[src/rtl/i2cs_pkg.sv]
package i2cs_pkg;
  typedef enum logic [2:0] {
    PH_IDLE, PH_DEV, PH_AHI, PH_ALO, PH_WDAT, PH_READ, PH_WAIT
  } phase_e;

  typedef struct packed {
    logic loadHi;
    logic loadLo;
    logic incAddr;
    logic loadTx;
    logic txOff;
  } dpCtl_t;
endpackage

[src/rtl/i2cs_datapath.sv]
module i2cs_datapath #(
  parameter int ADDR_W = 14,
  parameter int SYNC_N = 2
) (
  input  logic              clk,
  input  logic              rstN,
  input  logic              sclIn,
  input  logic              sdaIn,
  input  i2cs_pkg::dpCtl_t  ctl,
  input  logic [7:0]        memRdData,
  output logic              sclHigh,
  output logic              sclRise,
  output logic              sclFall,
  output logic              startDet,
  output logic              stopDet,
  output logic [3:0]        bitCnt,
  output logic [7:0]        rxByte,
  output logic              mAck,
  output logic [ADDR_W-1:0] addr,
  output logic              txLow
);
  localparam int HI_W = ADDR_W - 8;

  logic [SYNC_N-1:0] sclSh, sdaSh;
  logic sclS, sdaS, sclP, sdaP;
  logic [7:0] txSh;
  logic txOn;

  always_ff @(posedge clk or negedge rstN) begin
    if (!rstN) begin
      sclSh <= '1;
      sdaSh <= '1;
      sclP  <= 1'b1;
      sdaP  <= 1'b1;
    end else begin
      sclSh <= {sclSh[SYNC_N-2:0], sclIn};
      sdaSh <= {sdaSh[SYNC_N-2:0], sdaIn};
      sclP  <= sclS;
      sdaP  <= sdaS;
    end
  end

  assign sclS     = sclSh[SYNC_N-1];
  assign sdaS     = sdaSh[SYNC_N-1];
  assign sclHigh  = sclS;
  assign sclRise  = sclS & ~sclP;
  assign sclFall  = ~sclS & sclP;
  assign startDet = sclS & sclP & sdaP & ~sdaS;
  assign stopDet  = sclS & sclP & ~sdaP & sdaS;

  always_ff @(posedge clk or negedge rstN) begin
    if (!rstN) begin
      bitCnt <= '0;
      rxByte <= '0;
      mAck   <= 1'b0;
    end else if (startDet) begin
      bitCnt <= '0;
    end else if (sclRise) begin
      if (bitCnt < 4'd8) rxByte <= {rxByte[6:0], sdaS};
      if (bitCnt == 4'd8) mAck <= ~sdaS;
      if (bitCnt != 4'd9) bitCnt <= bitCnt + 4'd1;
    end else if (sclFall && bitCnt == 4'd9) begin
      bitCnt <= '0;
    end
  end

  always_ff @(posedge clk or negedge rstN) begin
    if (!rstN) begin
      addr <= '0;
    end else if (ctl.loadHi) begin
      addr[ADDR_W-1:8] <= rxByte[HI_W-1:0];
    end else if (ctl.loadLo) begin
      addr[7:0] <= rxByte;
    end else if (ctl.incAddr) begin
      addr <= addr + 1'b1;
    end
  end

  always_ff @(posedge clk or negedge rstN) begin
    if (!rstN) begin
      txSh <= '1;
      txOn <= 1'b0;
    end else if (ctl.txOff) begin
      txOn <= 1'b0;
    end else if (ctl.loadTx) begin
      txSh <= memRdData;
      txOn <= 1'b1;
    end else if (txOn && sclFall && bitCnt != 4'd0 && bitCnt < 4'd8) begin
      txSh <= {txSh[6:0], 1'b1};
    end
  end

  assign txLow = txOn & ~txSh[7];
endmodule

[src/rtl/i2cs_control.sv]
module i2cs_control #(
  parameter logic [3:0] DEV_CODE = 4'b1010
) (
  input  logic             clk,
  input  logic             rstN,
  input  logic             sclFall,
  input  logic             startDet,
  input  logic             stopDet,
  input  logic [3:0]       bitCnt,
  input  logic [7:0]       rxByte,
  input  logic             mAck,
  input  logic             wrBusy,
  output i2cs_pkg::dpCtl_t ctl,
  output logic             ackOe,
  output logic             memWrEn,
  output logic             wrCommit
);
  import i2cs_pkg::*;

  phase_e phase;
  logic firstRd, dirty;
  logic byteEnd, ackEnd, devHit, busEvt;

  assign busEvt  = startDet | stopDet;
  assign byteEnd = sclFall && bitCnt == 4'd8 && !busEvt;
  assign ackEnd  = sclFall && bitCnt == 4'd9 && !busEvt;
  assign devHit  = rxByte[7:4] == DEV_CODE && !wrBusy;
  assign memWrEn = byteEnd && phase == PH_WDAT;

  always_comb begin
    ctl = '0;
    if (busEvt) begin
      ctl.txOff = 1'b1;
    end else begin
      if (byteEnd) begin
        case (phase)
          PH_AHI:  ctl.loadHi = 1'b1;
          PH_ALO:  ctl.loadLo = 1'b1;
          PH_WDAT: ctl.incAddr = 1'b1;
          PH_READ: begin
            ctl.incAddr = 1'b1;
            ctl.txOff   = 1'b1;
          end
          default: ;
        endcase
      end
      if (ackEnd && phase == PH_READ && (firstRd || mAck)) ctl.loadTx = 1'b1;
    end
  end

  always_ff @(posedge clk or negedge rstN) begin
    if (!rstN) begin
      phase    <= PH_IDLE;
      ackOe    <= 1'b0;
      firstRd  <= 1'b0;
      dirty    <= 1'b0;
      wrCommit <= 1'b0;
    end else begin
      wrCommit <= 1'b0;
      if (startDet) begin
        phase   <= PH_DEV;
        ackOe   <= 1'b0;
        firstRd <= 1'b0;
      end else if (stopDet) begin
        phase    <= PH_IDLE;
        ackOe    <= 1'b0;
        wrCommit <= dirty;
        dirty    <= 1'b0;
      end else if (byteEnd) begin
        case (phase)
          PH_DEV: begin
            if (devHit) begin
              ackOe   <= 1'b1;
              firstRd <= rxByte[0];
              phase   <= rxByte[0] ? PH_READ : PH_AHI;
            end else begin
              phase <= PH_IDLE;
            end
          end
          PH_AHI: begin
            ackOe <= 1'b1;
            phase <= PH_ALO;
          end
          PH_ALO: begin
            ackOe <= 1'b1;
            phase <= PH_WDAT;
          end
          PH_WDAT: begin
            ackOe <= 1'b1;
            dirty <= 1'b1;
          end
          default: ;
        endcase
      end else if (ackEnd) begin
        ackOe <= 1'b0;
        if (phase == PH_READ) begin
          firstRd <= 1'b0;
          if (!(firstRd || mAck)) phase <= PH_WAIT;
        end
      end
    end
  end
endmodule

[src/rtl/i2cs_mem_slave.sv]
module i2cs_mem_slave #(
  parameter int         ADDR_W   = 14,
  parameter int         SYNC_N   = 2,
  parameter logic [3:0] DEV_CODE = 4'b1010
) (
  input  logic              clk,
  input  logic              rstN,
  input  logic              sclIn,
  input  logic              sdaIn,
  output logic              sdaOe,
  input  logic              wrBusy,
  output logic [ADDR_W-1:0] memAddr,
  output logic              memWrEn,
  output logic [7:0]        memWrData,
  input  logic [7:0]        memRdData,
  output logic              wrCommit
);
  i2cs_pkg::dpCtl_t ctl;
  logic sclHigh, sclRise, sclFall, startDet, stopDet, mAck, txLow, ackOe;
  logic [3:0] bitCnt;
  logic [7:0] rxByte;

  i2cs_datapath #(.ADDR_W(ADDR_W), .SYNC_N(SYNC_N)) uDp (
    .clk(clk), .rstN(rstN), .sclIn(sclIn), .sdaIn(sdaIn), .ctl(ctl),
    .memRdData(memRdData), .sclHigh(sclHigh), .sclRise(sclRise),
    .sclFall(sclFall), .startDet(startDet), .stopDet(stopDet),
    .bitCnt(bitCnt), .rxByte(rxByte), .mAck(mAck), .addr(memAddr),
    .txLow(txLow)
  );

  i2cs_control #(.DEV_CODE(DEV_CODE)) uCtl (
    .clk(clk), .rstN(rstN), .sclFall(sclFall), .startDet(startDet),
    .stopDet(stopDet), .bitCnt(bitCnt), .rxByte(rxByte), .mAck(mAck),
    .wrBusy(wrBusy), .ctl(ctl), .ackOe(ackOe), .memWrEn(memWrEn),
    .wrCommit(wrCommit)
  );

  assign sdaOe     = ackOe | txLow;
  assign memWrData = rxByte;
endmodule

[config.mk]
export PLATFORM = sky130hd
export DESIGN_NAME = i2cs_mem_slave
export DESIGN_NICKNAME = d
export VERILOG_FILES = /design/src/rtl/i2cs_pkg.sv /design/src/rtl/i2cs_datapath.sv /design/src/rtl/i2cs_control.sv /design/src/rtl/i2cs_mem_slave.sv
export SDC_FILE = /design/constraint.sdc
export NUM_CORES = 1
export LEC_CHECK = 0
export ABC_AREA = 1
export BUFFER_PORTS_ARGS = -buffer_cell sky130_fd_sc_hd__buf_2
export CORE_MARGIN = 4
export CORE_UTILIZATION = 57
export CTS_CLUSTER_DIAMETER = 150
export DETAILED_ROUTE_END_ITERATION = 6
export PLACE_DENSITY = 0.87
export REMOVE_ABC_BUFFERS = 1
export SLEW_MARGIN = 20
export SYNTH_ARGS = -nofsm -noshare
export SYNTH_HDL_FRONTEND = slang
export SYNTH_SLANG_ARGS = --single-unit
[constraint.sdc]
create_clock -name clk -period 2.16 [get_ports clk]
set_input_delay 0.324 -clock clk [delete_from_list [all_inputs] [get_ports clk]]
set_output_delay 0.324 -clock clk [all_outputs]
set_load 0.02 [all_outputs]
After elaboration in Yosys (flattened, before gate mapping):

Index checks and enable logic that the tools add are counted.
W data, S select, Z words.

* latch bits: 0
* input bits: 13
* memories kept: 0
* output and inout bits: 25
* bits in read-only memories: 0
* bits in writable memories: 0
* flip-flop bits (word level): 49
* word-level logic and storage cells: 141

* bitwise logic cells: 18
* multiply operators: 0
* reductions and logical operators: 38
* mux-type cells: 48
* shift-type cells: 0
* magnitude comparators: 1
* eq/ne operators: 18
* add/subtract/negate cells: 2
* div/mod/pow operators: 0

Operators by type and width (number)
* $mux W3: 9
* $mux W1: 26
* $mux W8: 3
* $mux W4: 5
* $add A14 B1 Y14 const B: 1
* $mux W14: 1
* $eq A4 B4 Y1 const B: 3
* $mux W6: 2
* $reduce_and A3 Y1: 4
* $reduce_bool A2 Y1: 6
* $reduce_bool A4 Y1: 3
* $logic_and A1 B1 Y1: 11
* $ne A5 B3 Y1 const B: 2
* $pmux W3 S3: 1
* $reduce_bool A3 Y1: 3
* $and A1 B1 Y1: 8
* $not A1 Y1: 8
* $reduce_and A2 Y1: 4
* $eq A3 B2 Y1 const B: 2
* $eq A3 B3 Y1 const B: 2
* $ne A3 B2 Y1 const B: 2
* $ne A6 B4 Y1 const B: 1
* $reduce_and A5 Y1: 1
* $add A4 B1 Y4 const B: 1
* 13 further kinds: 16

Logic depth before layout (Yosys ltp):

Gate-level depths: netlist (run 1).

* depth after elaboration: 13
* gate-level depth with buffers: 11
* depth with buffers taken out: 11

Cells and area by module:

A second synthesis (run 1) with hierarchy kept.

* cells, all modules: 405
* area total of the unflattened synthesis: 3035.4 um^2

Modules (own cells, without submodules)
* i2cs_datapath: cells an instance 291, instances 1, area each 2329.7 um^2, seq. area each 1068.5 um^2
* i2cs_control: cells an instance 111, instances 1, area each 694.4 um^2, seq. area each 175.2 um^2
* i2cs_mem_slave: cells an instance 3, instances 1, area each 11.3 um^2, seq. area each 0.0 um^2

Worst setup path after synthesis (run 1):

OpenSTA, ideal clock, no wires.

* path kind: register to register
* start: reg uDp.bitCnt[0]
* end: reg uDp.addr[2]
* arrival time: 1.407 ns
* slack: 0.629 ns
* buffers on the path: 1
* required time: 2.036 ns
* clock period less this slack: 1.531 ns
* cell stages (with the launch flop): 9
* library setup time: 0.124 ns
* cell sequence: dfrtp_1 inv_1 ha_1 nand3_2 nor2_8 nand2_2 buf_6 o211ai_1 nand2_1

* longest elaborated chain between the ends: 7
* elaborated cells on any way between the ends: 9
* those cells by class: eq/ne (1); mux (3); bitwise (1); reduce/logical (4)

RTL lines
* start: declaration: RTL line i2cs_datapath.sv:16 `output logic [3:0] bitCnt,`
* start signal: assignment: RTL line i2cs_datapath.sv:61 `if (bitCnt != 4'd9) bitCnt <= bitCnt + 4'd1;`
* $eq A4 B4 Y1 (*): RTL line i2cs_control.sv:25 `assign byteEnd = sclFall && bitCnt == 4'd8 && !busEvt;`
* $logic_and A1 B1 Y1 (*) (2 in series): RTL line i2cs_control.sv:25
* $mux W3 (*): RTL line i2cs_control.sv:35 `if (byteEnd) begin`
* $mux W4 (*): RTL line i2cs_control.sv:32 `if (busEvt) begin`
* $reduce_bool A2 Y1 (no source line) / $not A1 Y1 (equally long branches)
* $reduce_and A2 Y1 (no source line)
* end signal: indexed assignment: RTL line i2cs_datapath.sv:71 `addr[ADDR_W-1:8] <= rxByte[HI_W-1:0];`
* end signal: assignment: RTL line i2cs_datapath.sv:73 `addr[7:0] <= rxByte;`
* end signal: assignment: RTL line i2cs_datapath.sv:75 `addr <= addr + 1'b1;`
* end: declaration: RTL line i2cs_datapath.sv:19 `output logic [ADDR_W-1:0] addr,`

Mark *: on every way between the ends. The rest lies on a longest branch, timed or not.
A chain may end at the register's enable or synchronous reset.

Worst setup path after layout (run 1):

* start: reg uDp.sclP
* end: out memWrEn

* longest elaborated chain between the ends: 7
* elaborated cells on any way between the ends: 11
* those cells by class: bitwise (7); reduce/logical (4)

RTL lines
* start: declaration: RTL line i2cs_datapath.sv:25 `logic sclS, sdaS, sclP, sdaP;`
* start signal: assignment: RTL line i2cs_datapath.sv:38 `sclP <= sclS;`
* $and A1 B1 Y1: RTL line i2cs_datapath.sv:48, i2cs_datapath.sv:49
* $and A1 B1 Y1, on equally long branches (2 in series): RTL line i2cs_datapath.sv:48, i2cs_datapath.sv:49
* $or A1 B1 Y1: RTL line i2cs_control.sv:24 `assign busEvt = startDet | stopDet;`
* $logic_not A1 Y1: RTL line i2cs_control.sv:25
* $logic_and A1 B1 Y1 (*): RTL line i2cs_control.sv:25
* $logic_and A1 B1 Y1 (*): RTL line i2cs_control.sv:28 `assign memWrEn = byteEnd && phase == PH_WDAT;`
* end: declaration: RTL line i2cs_mem_slave.sv:13 `output logic memWrEn,`

Marked as above.

==> results of run 1 <==
## layout by cell type (no fill, tap or decap)
master       n
nor2_2       4
nor2_8       1
o211ai_1     5
o21ai_0     18
clkbuf_8     5
xor2_1       3
or2_2        1
inv_4        2
clkinv_2     1
nand3_4      1
xnor2_1      2
a21oi_1      6
nor2_1      34
nand2_4      4
o21ai_1      7
bufinv_16    2
nand2_1    126
nand4_1      7
inv_2        4
mux2_2       1
nor2_4       1
buf_2       37
ha_1         4
dfrtp_1     35
nand3_2      3
nand3_1     32
nand3b_1     2
dfstp_2     14
o22ai_1      1
o21bai_1     1
nand2_2      2
buf_4        2
inv_1       43
nor3_1       3
## cell families after synthesis
group / count (synthesis) / synth area share [%]
compound gates: 38 / 7.44
xor+xnor: 5 / 1.58
fa+ha+maj: 4 / 1.80
buf+inv: 52 / 7.80
flops: 49 / 44.8
mux: 1 / 0.406
simple gates: 221 / 36.1
## how the worst min path moves through the flow
stage / to / slack (ns)
after floorplan: uCtl.ackOe / 0.03
after global placement: uDp.sdaSh[1] / 0.35
after detailed placement: uDp.sclSh[1] / 0.35
after CTS: uDp.sclSh[0] / 0.10
after global routing: uDp.sdaSh[0] / 0.1
final: uDp.rxByte[7] / 0.1
## through the flow
step | hold slack, ns | utilization, %
after CTS | 0.105 | 67.0
after floorplan | 0.0284 | -
after detailed placement | 0.349 | 64.2
after global routing | 0.0971 | 67.0
final | 0.0952 | 67.0
after global placement | 0.346 | 64.2
## final cells by class
cell class,instances,area [um2],share of cell area (%)
Clock buffer,5,68.8,2.17
Clock inverter,3,65.1,2.06
Inverter,49,189,5.97
Multi-Input combinational cell,269,1310,41.5
Sequential cell,49,1240,39.3
Tap cell,67,83.8,2.65
Timing Repair Buffer,39,200,6.33
## power by group through the flow
stage	logic (W)	registers, W	clock network, W
after detailed placement	0.000315	0.00107	0
after CTS	0.000320	0.00106	0.000781
final	0.000316	0.00106	0.000769
after global placement	0.000301	0.00107	0
after floorplan	0.000169	0.00109	0
after global routing	0.000358	0.00107	0.000833
## layer usage
metal / vias to the layer above / global-route usage, % / part of all wire, %
li1: 1269 / - / -
met1: 1122 / 27.0 / 44
met2: 67 / 37.2 / 47
met3: 19 / 4.41 / 5.3
met4: 0 / 10.1 / 3.2
met5: - / 0 / 0
## sequential cells by signal (all words and copies together), names as in the netlist, 2 cells and up
register,count
uDp.addr,14
uDp.rxByte,8
uDp.sdaSh,2
uDp.bitCnt,4
uDp.sclSh,2
uCtl.phase,3
uDp.txSh,8
## worst reg2reg max path: stages, from the launching register on
cell and delay (ns):
dfrtp_1 0.41, inv_1 0.11, ha_1 0.23, nand3_2 0.15
nor2_8 0.20, nand2_2 0.17, nand2_1 0.19, inv_2 0.08
nand2_1 0.06, o211ai_1 0.08
==> run metrics, run 1 <==
outcome finished, final reports clean; count of buffer and inverter cells on the critical path 2; Fillers 380; critical path required time 1.84 ns; Worst slew margin 59.7%; RSZ-0062 raised after global routing false; CTS buffer count 5; Final #Nets 430; P per Cell Area 677 mW/mm2; Setup Buffers After CTS 0; Crit path largest cell delay 0.56 ns; Initial Util 58.7%; main area contributors after synthesis dfrtp_1 (32%), nand2_1 (17%), dfstp_2 (13%); total internal power 0.00154 W; GRT Total Usage 22.0%; maxcap violations 0; Critical R2R Launch uDp.bitCnt[1]; Via-to-Cell Ratio 5.15; Post-Route Setup TNS 0 ns; worst slack, placed 0.383 ns; Post-CTS Resized 0; largest net degree at the start of global routing 50; top cells by count, synth nand2_1 (126), inv_1 (43), dfrtp_1 (35); DRC 0; Seq/Total Area, Yosys 44.8%; clk sink count 49; DIE HEIGHT 77.8 um; # IOs 38; total grt overflow 0; Worst path slowest cell dfstp_2; Net Switching 0.000597 W; Overall Power 0.00214 W; layout cell share with drive strength beyond 1 20.5%; Root Buffer clkbuf_8; crit path max fanout 10; Synth cell types 31; crit path launch uDp.sclP; DR WL/cell 12.2 um; crit-path most repeated cell nor2_1; final non-filler cell total 481; post-route clock period utilization 90.5%; H-tree depth reported by CTS 2; Port Buffers 37; # setup viols final 0; clock latency on the worst-skew pair 0.30 ns; Rows 25; crit path DAT 1.63 ns; drt total wl 5860 um; power share of the clock group 35.9%; top-count cell post-synth nand2_1; post-DP HPWL 4360 um; Max Clock Freq 512 MHz; Hold-fix buffers, CTS 0; Comb power frac 14.7%; Max Slew Vio Count 0; Fin. Hold Viols 0; Finished Cell Area 0.00316 mm2; Synth area leader dfrtp_1; final antenna-violating net count 0; Antenna Cells 0; EDFF count, synth 0; initial antenna violation count 0; Worst setup EP type output port; Detailed Routing Iterations Pass 1 4; reg2reg end uDp.addr[4]; Final Wtd Congestion 0.931; CTS max path bufs 2; worst reg-to-reg setup slack 0.37 ns; CP cell instances inv_1 -> nor2_1 -> nand3_2 -> nor2_1 -> buf_2; ys async rst share 100%; Worst setup SP type flop; chip width 77.8 um; clock-pin slew on the worst setup and hold paths 0.09 ns; clock tree from TritonCTS built; synthesized area per cell 7.50 um2; Crit path max-delay family flip-flops; DR iter-0 viols 114; CP Class flop to output port; Worst VDD drop 0.000599 V; Post-Syn Area 0.00277 mm2; Slew @ Worst Pin 0.605 ns; Synth Instances 370; placed cell area 0.00303 mm2; setup ws final 0.206 ns; clk_skew 0.00680 ns; vias 2477; yosys warns 0; share of the synthesized area in the top cell type 31.6%; first-pass GRT wire length 10600 um; DP Cell Count 473; reg2reg path depth 9; Core ar. 0.00472 mm2; Critical Path Stages 5; worst hold path class primary input to async pin; post-route minimum period 1.95 ns; P_leak 1.76 nW; Sw Ratio 27.9%; Area Overhead vs Synth 14.1%; number of global-route vias before repair 2468; Top FF cell, synth dfrtp_1; Yosys reg bits 49; total die area 0.00605 mm2; CP Capture Point memWrEn; Seq pwr share 49.3%
(Power assumes the default switching activity.)
==> inputs of run 2 (changes only) <==
==> constraint.sdc (replaced) <==
create_clock -name clk -period 2.16 [get_ports clk]
set_input_delay 0.108 -clock clk [delete_from_list [all_inputs] [get_ports clk]]
set_output_delay 0.108 -clock clk [all_outputs]
set_load 0.02 [all_outputs]
==> run 2 against run 1 <==
Effect of this change: non-clock buffer count increased by 4; register-to-register slack is essentially flat; worst setup slack improved by 0.16 ns; core utilization grew 0.24 points; worst hold slack worse by 0.012 ns; flip-flop and latch count unchanged; clock-buffer cell count is 1 higher; final area grew 0.36%; first-iteration DRC count rose by 2.6%; critical path depth increased by 4; critical endpoint is now uDp.addr[4]; largest cell class unchanged; wire length grew 2.5%; fmax increased by 9.1%.
==> run metrics, run 2 (same netlist as run 1, synthesis figures left out) <==
Antenna Cells 0; Worst setup SP type flop; maxcap violations 0; most flop-heavy register uDp.addr; critical path required time 2.35 ns; Finished Core Util 67.2%; number of global-route vias before repair 2398; Initial Util 58.7%; setup ws final 0.368 ns; clock-pin slew on the worst setup and hold paths 0.09 ns; total die area 0.00605 mm2; CTS buffer count 5; H-tree depth reported by CTS 2; Max Clock Freq 558 MHz; post-route minimum period 1.79 ns; Root Buffer clkbuf_8; Port Buffers 37; DR iter-0 viols 117; worst hold path class primary input to flop; crit-path most repeated cell nand2_1; most common cell after layout, fill and taps aside nand2_1; Detailed Routing Iterations Pass 1 4; clk sink count 49; Worst path slowest cell dfrtp_1; Post-Route Setup TNS 0 ns; Overall Power 0.00202 W; final antenna-violating net count 0; Worst Hold Path EP uDp.txSh[0]; outcome finished, final reports clean; Area Overhead vs Synth 14.5%; Max Slew Vio Count 0; largest net degree at the start of global routing 19; Crit path largest cell delay 0.40 ns; RSZ-0062 raised after global routing false; biggest regs uDp.addr (14), uDp.rxByte (8), uDp.txSh (8); # IOs 38; Final Wtd Congestion 0.893; post-DP HPWL 4570 um; Worst VDD drop 0.000409 V; Rows 25; post-route clock period utilization 82.9%; # setup viols final 0; final hold slack 0.0836 ns; first-pass GRT wire length 10600 um; GRT Total Usage 21.5%; Worst slew margin 71.1%; Final #Nets 434; Worst setup EP type flop; DRC 0; layout cell share with drive strength beyond 1 20.3%; P per Cell Area 635 mW/mm2; CP Class flop to flop; WHS Path Cells 3; Slew @ Worst Pin 0.431 ns; reg2reg end uDp.addr[4]; drt total wl 6010 um; P_leak 1.77 nW; reg2reg path depth 9; worst slack, placed 0.366 ns; vias 2490; clock latency on the worst-skew pair 0.30 ns; clock tree from TritonCTS built; CTS max path bufs 2; crit path max fanout 12; Fin. Hold Viols 0; max reg flops 14; DR WL/cell 12.4 um; chip width 77.8 um; Via-to-Cell Ratio 5.13; Post-CTS Resized 0; initial antenna violation count 0; commonest non-fill, non-tap cells in the layout nand2_1 (126), inv_1 (43), buf_2 (37); DIE HEIGHT 77.8 um; Core ar. 0.00472 mm2; Critical R2R Launch uDp.bitCnt[1]; CP cell instances inv_1 -> ha_1 -> nand3_2 -> nor2_8 -> nand2_2 -> nand2_1 -> inv_2 -> nand2_1 -> o211ai_1; total grt overflow 0; Setup Buffers After CTS 0; clk_skew 0.0119 ns; crit path DAT 1.98 ns; Worst Hold Launch memRdData[0]; worst reg-to-reg setup slack 0.37 ns
==> run 2: cell count changes in the layout (fill, tap and decap cells not counted) <==
cell / before / now
dlygate4sd3_1: 0 / 3
buf_4: 2 / 3
bufinv_16: 2 / 1
clkbuf_1: 0 / 1
==> run 2: layout make-up <==
type                            count  area [um2]
Clock inverter                      2        35.0
Sequential cell                    49        1240
Fill cell                         414        1550
Timing Repair Buffer               43         238
Multi-Input combinational cell    269        1310
Clock buffer                        6        72.6
Tap cell                           67        83.8
Inverter                           49         189
==> run 2: worst max-delay path by stage <==
| stage | start | to | slack (ns) | cells past startpoint |
|---|---|---|---|---|
| final | uDp.bitCnt[1] | uDp.addr[4] | 0.37 | 9 |
| after global routing | uDp.sclP | memWrEn | 0.24 | 5 |
| after CTS | uDp.bitCnt[1] | uDp.addr[4] | 0.36 | 9 |
| after detailed placement | uDp.bitCnt[1] | uDp.addr[4] | 0.37 | 9 |
| after global placement | uDp.bitCnt[0] | uDp.addr[4] | 0.45 | 9 |
| after floorplan | uDp.bitCnt[0] | uDp.addr[4] | 0.56 | 9 |
==> run 2: routing by layer <==
metal  GRT usage (%)  part of all wire (%)  vias up
met2            37.8                    50       64
met5               0                     0        -
met3            3.83                   4.8        6
met1            26.8                    44     1154
met4            6.05                  0.98        0
li1                -                     -     1266
==> run 2: what timing repair did <==
| item | 4_1_cts | 5_1_grt |
|---|---|---|
| endpoints found under the hold margin | 12 | 0 |
| setup endpoints to repair | 0 | 0 |
| hold buffers | 3 | 0 |
==> run 2: power by group <==
part           internal, W  switching [W]
clock             0.000344       0.000294
combinational     0.000105       0.000212
sequential        0.000983      0.0000773
==> run 2: critical path, delay by kind of cell (launching register included) <==
family | cells | cell delay [ns]
compound gates | 1 | 0.08
fa+ha+maj | 1 | 0.23
buf+inv | 2 | 0.18
flops | 1 | 0.40
simple gates | 5 | 0.79
==> run 2: through the flow <==
stage	cell area (um2)	instances
finish	3180	485
global route	3180	485
CTS	3180	485
detailed placement	3040	474
global placement	3040	474
floorplan	2750	367
